==> src/rtl/liw_tx_gate.sv <==
module liw_tx_gate #(
  parameter int CYC_PER_MS  = 25000,
  parameter int PER_MS      = 3800,
  parameter int OFF_MS      = 425,
  parameter int FAST_PER_MS = 934,
  parameter int FAST_OFF_MS = 104
) (
  input  logic clk,
  input  logic rst_n,
  input  logic link_a_up,
  input  logic link_b_up,
  input  logic warn_strap,
  input  logic one_speed,
  input  logic fast_test,
  output logic tx_a_en,
  output logic tx_b_en
);
  localparam int MAXP = (PER_MS > FAST_PER_MS) ? PER_MS : FAST_PER_MS;
  localparam int PW   = $clog2(CYC_PER_MS + 1);
  localparam int MW   = $clog2(MAXP + 1);

  logic [PW-1:0] pre;
  logic [MW-1:0] ms;
  logic          a_q, b_q;

  wire active   = warn_strap & one_speed;
  wire drop     = (a_q & ~link_a_up) | (b_q & ~link_b_up);
  wire ms_tick  = (pre == PW'(CYC_PER_MS - 1));
  wire [MW-1:0] per_last = fast_test ? MW'(FAST_PER_MS - 1) : MW'(PER_MS - 1);
  wire [MW-1:0] off_lim  = fast_test ? MW'(FAST_OFF_MS) : MW'(OFF_MS);
  wire in_off   = ms < off_lim;

  always_ff @(posedge clk or negedge rst_n) begin
    if (!rst_n) begin
      pre <= '0;
      ms  <= '0;
      a_q <= 1'b0;
      b_q <= 1'b0;
    end else begin
      a_q <= link_a_up;
      b_q <= link_b_up;
      if (drop) begin
        pre <= '0;
        ms  <= '0;
      end else if (ms_tick) begin
        pre <= '0;
        ms  <= (ms >= per_last) ? '0 : ms + 1'b1;
      end else begin
        pre <= pre + 1'b1;
      end
    end
  end

  assign tx_a_en = rst_n & (~active | b_q | (a_q & ~in_off));
  assign tx_b_en = rst_n & (~active | a_q | (b_q & ~in_off));
endmodule


==> config.mk <==
export PLATFORM = sky130hd
export DESIGN_NAME = liw_tx_gate
export DESIGN_NICKNAME = d
export VERILOG_FILES = /design/src/rtl/liw_tx_gate.sv
export SDC_FILE = /design/constraint.sdc
export NUM_CORES = 1
export LEC_CHECK = 0
export BUFFER_PORTS_ARGS = -buffer_cell sky130_fd_sc_hd__clkbuf_2
export CAP_MARGIN = 0
export CORE_MARGIN = 5
export CORE_UTILIZATION = 50
export CTS_BUF_LIST = sky130_fd_sc_hd__clkbuf_8
export DETAILED_ROUTE_END_ITERATION = 16
export GPL_TIMING_DRIVEN = 0
export PLACE_DENSITY = 0.7
export REMOVE_ABC_BUFFERS = 1
export SLEW_MARGIN = 5
export SYNTH_ARGS = -nofsm -noshare
export SYNTH_HDL_FRONTEND = slang
export SYNTH_SLANG_ARGS = --single-unit
==> constraint.sdc <==
create_clock -name clk -period 2.3 [get_ports clk]
set_clock_uncertainty 0.05 [all_clocks]
set_input_delay 0.345 -clock clk [delete_from_list [all_inputs] [get_ports clk]]
set_output_delay 0.345 -clock clk [all_outputs]
set_load 0.03 [all_outputs]
==> impl_results.md <==
- Synthesis Warnings: 0
- Syn Area/Cell: 9.184 um^2
- Detailed Place HPWL: between 2000 and 3000 um
- Worst Max-Slew Pin Slew: between 700 and 800 ps
- Root buffer cell: clkbuf_8
- Area Growth Syn to Fin: 14.98%
- Lkg Pwr: 0.8659 nW
- Die W: ~69 um
- Power Density: 596.7 nW/um^2
- Post-DR wirelength/cell: 15.00 um
- ANT nets after route: 0
- Final setup viols: 0
- Max Cap Violations: 0
- DRT iter0 DRCs: 89
- GRT overflow: 0
- Fin crit share: a little over nine tenths
- FF/Latch Area: 726.9 um^2
- Final slew viol count: 0
- Placed Cells: between 200 and 250
- Die height: 69.23 um
- # IOs: 9
- Share of Yosys cell area claimed by the top area cell type: 41.37%
- IO Port Bufs: 8
- #FFs+latches synth: 29
- Vias/cell: 5.825
- CTS buffer count: 5
- Starting density of the core: 52.16%
- Largest net degree at the start of global routing: 31
- Status: finished clean
- Worst Hold Slack: 78.42 ps
- Max-slew headroom: 49.16%
- HP Class: primary input to asynchronous set/reset pin
- Setup TNS: 0 ps
- Crit end category: output port
- Core Area: 3363 um^2
- Vias in the first global route: 1503
- ANT cells: 0
- Fin crit period: 2234 ps
- CP arrival: 1840 ps
- Nets@finish: around 230
- Finished Cell Area: 2017 um^2
- Fin util: ~60%
- Detailed Route WL: 3779 um
- Die area: 4793 um^2
- Placement Rows: 21
- Post-synth EDFFs: 0
- Post-synthesis sequential area ratio: 41.37%
- GRT Total Usage: approximately 17%
- Ranking of synthesized cells by area: dfrtp_1 (41%), ha_1 (8.6%), xnor2_1 (4.5%)
- CTS max path bufs: 2
- Crit Path Class: flip-flop to output port
- Top cells by count, synth: dfrtp_1 (29), nor2_1 (20), nand2_1 (18)
- Fillcell total: 309
- Synth Cell Area: roughly 1800 um^2
- Critical path required time: 1900 ps
- Hold Fails Final Rpt: 0
- CTS tree: done
- Vias: 1468
- Post-synthesis cell type count: 38
- Non-Filler Instances: 252
- Most frequent cell after synthesis: dfrtp_1
- Post-synth ARST share: 100.0%
- Initial antenna violation count: 0
- # hold bufs at CTS: 0
- Mapped Cells: 191
- Area of the multi-input gates: 1020 um^2
- Clock Latency Late Sink: 280 ps
- RSZ-0062 raised after global routing: true
- Worst vdd ir: between 0.0003 and 0.0004 V
- Crit-path max FO: 4
- DRC: 0
- First-pass GRT wire length: between 6000 and 7000 um
- First-pass DRT Iterations: 4
- Htree depth: 2
- Top FF cell, synth: dfrtp_1
- Clk slew on worst S/H paths: 60 ps
- Peak Freq: between 0.4 and 0.5 GHz
- Leading area contributor after synthesis: dfrtp_1
- # clock sinks: 29
- Post-DP Area: 1837 um^2
- Ratio of cells with drive above 1 in the final layout: between 10% and 20%
- Crit start category: flip-flop
- Gpl congestion: 0.8631
==> sequential cells by signal, summed over array words and instances (netlist names) <==
register / cells
a_q: 1
b_q: 1
ms: 12
pre: 15
==> critical path: stages, from the launching register on <==
cell and delay, ps:
dfrtp_2 430, ha_4 290, nand3_2 80, o21ai_2 140, a21oi_2 70, or2_4 230, a31oi_1 130, buf_4 180
==> per-stage QoR <==
stage | setup WS (ps) | power (mW)
after detailed placement | -423.3 | 0.6993
after CTS | -8.658 | 1.209
after global routing | -30.64 | 1.264
final | 66.49 | 1.203
after global placement | -302.2 | 0.6913
after floorplan | 20.75 | 0.6512
==> report_power, final <==
group | internal [mW] | switching, mW | total (mW)
Sequential | 0.529 | 0.0202 | 0.549
Clock | 0.314 | 0.186 | 0.500
Combinational | 0.0619 | 0.0927 | 0.155
Total | 0.905 | 0.298 | 1.20
==> cells in the final DEF, fill, tap and decap left out, types with 2 or more instances in the layout <==
master    netlist  final
a31oi_1         8      8
a211oi_1        2      2
a21oi_1         6      5
nand4_1         4      4
dfrtp_1        29     28
nor2_1         20     20
nand2_1        18     17
inv_1          11     11
clkbuf_8        0      5
clkbuf_2        0      5
o21ai_1         5      5
nor4_1          2      2
xor2_1          6      6
ha_1           12     11
and2_1          2      2
o22ai_1         5      5
xnor2_1         9      9
and3_1          8      8
nor3_1          6      6
nand3_1        15     14
buf_4           0      5
==> final timing paths <==
kind                            from      end  slack (ps)  cells past startpoint
min in group clk           link_a_up      a_q         140                      1
max in group asynchronous      rst_n    ms[6]        1590                      1
setup reg to reg               ms[5]   ms[10]         140                      6
hold / removal                 rst_n   pre[4]          80                      1
setup / recovery               ms[6]  tx_b_en          70                      7
hold reg to reg               pre[0]   pre[0]         410                      1
==> cell families (layout without fill, tap and decap cells) <==
family / Yosys count / count (layout) / synth area share (%)
AO/OA/AOI/OAI: 35 / 35 / 13.62
XOR/XNOR: 15 / 15 / 7.490
adder cells (fa/ha/maj): 12 / 12 / 8.559
buffers and inverters: 14 / 29 / 3.209
flip-flops: 29 / 29 / 41.37
AND/OR/NAND/NOR: 86 / 86 / 25.75
==> per-layer routing <==
layer / up-vias / wire length, um / track usage, %
met5: - / 0 / 0
met4: 0 / 48 / 5.423
met3: 5 / 176 / 4.348
met1: 720 / 1684 / 21.94
met2: 29 / 1870 / 27.54
li1: 714 / - / -
==> cell type report <==
cell class | instances | share of cell area, %
multi-input combinational | 148 | 50.56
sequential | 29 | 36.04
inverter | 11 | 2.047
clock inverter | 2 | 1.737
timing repair buffer | 11 | 3.350
tap | 46 | 2.854
clock buffer | 5 | 3.412
==> what timing repair did <==
action | in CTS | in global routing
setup buffers | 2 | 1
gates resized for setup | 8 | 7
endpoints found under the setup margin | 7 | 10
pin swaps | 4 | 6
(Power assumes the default switching activity.)
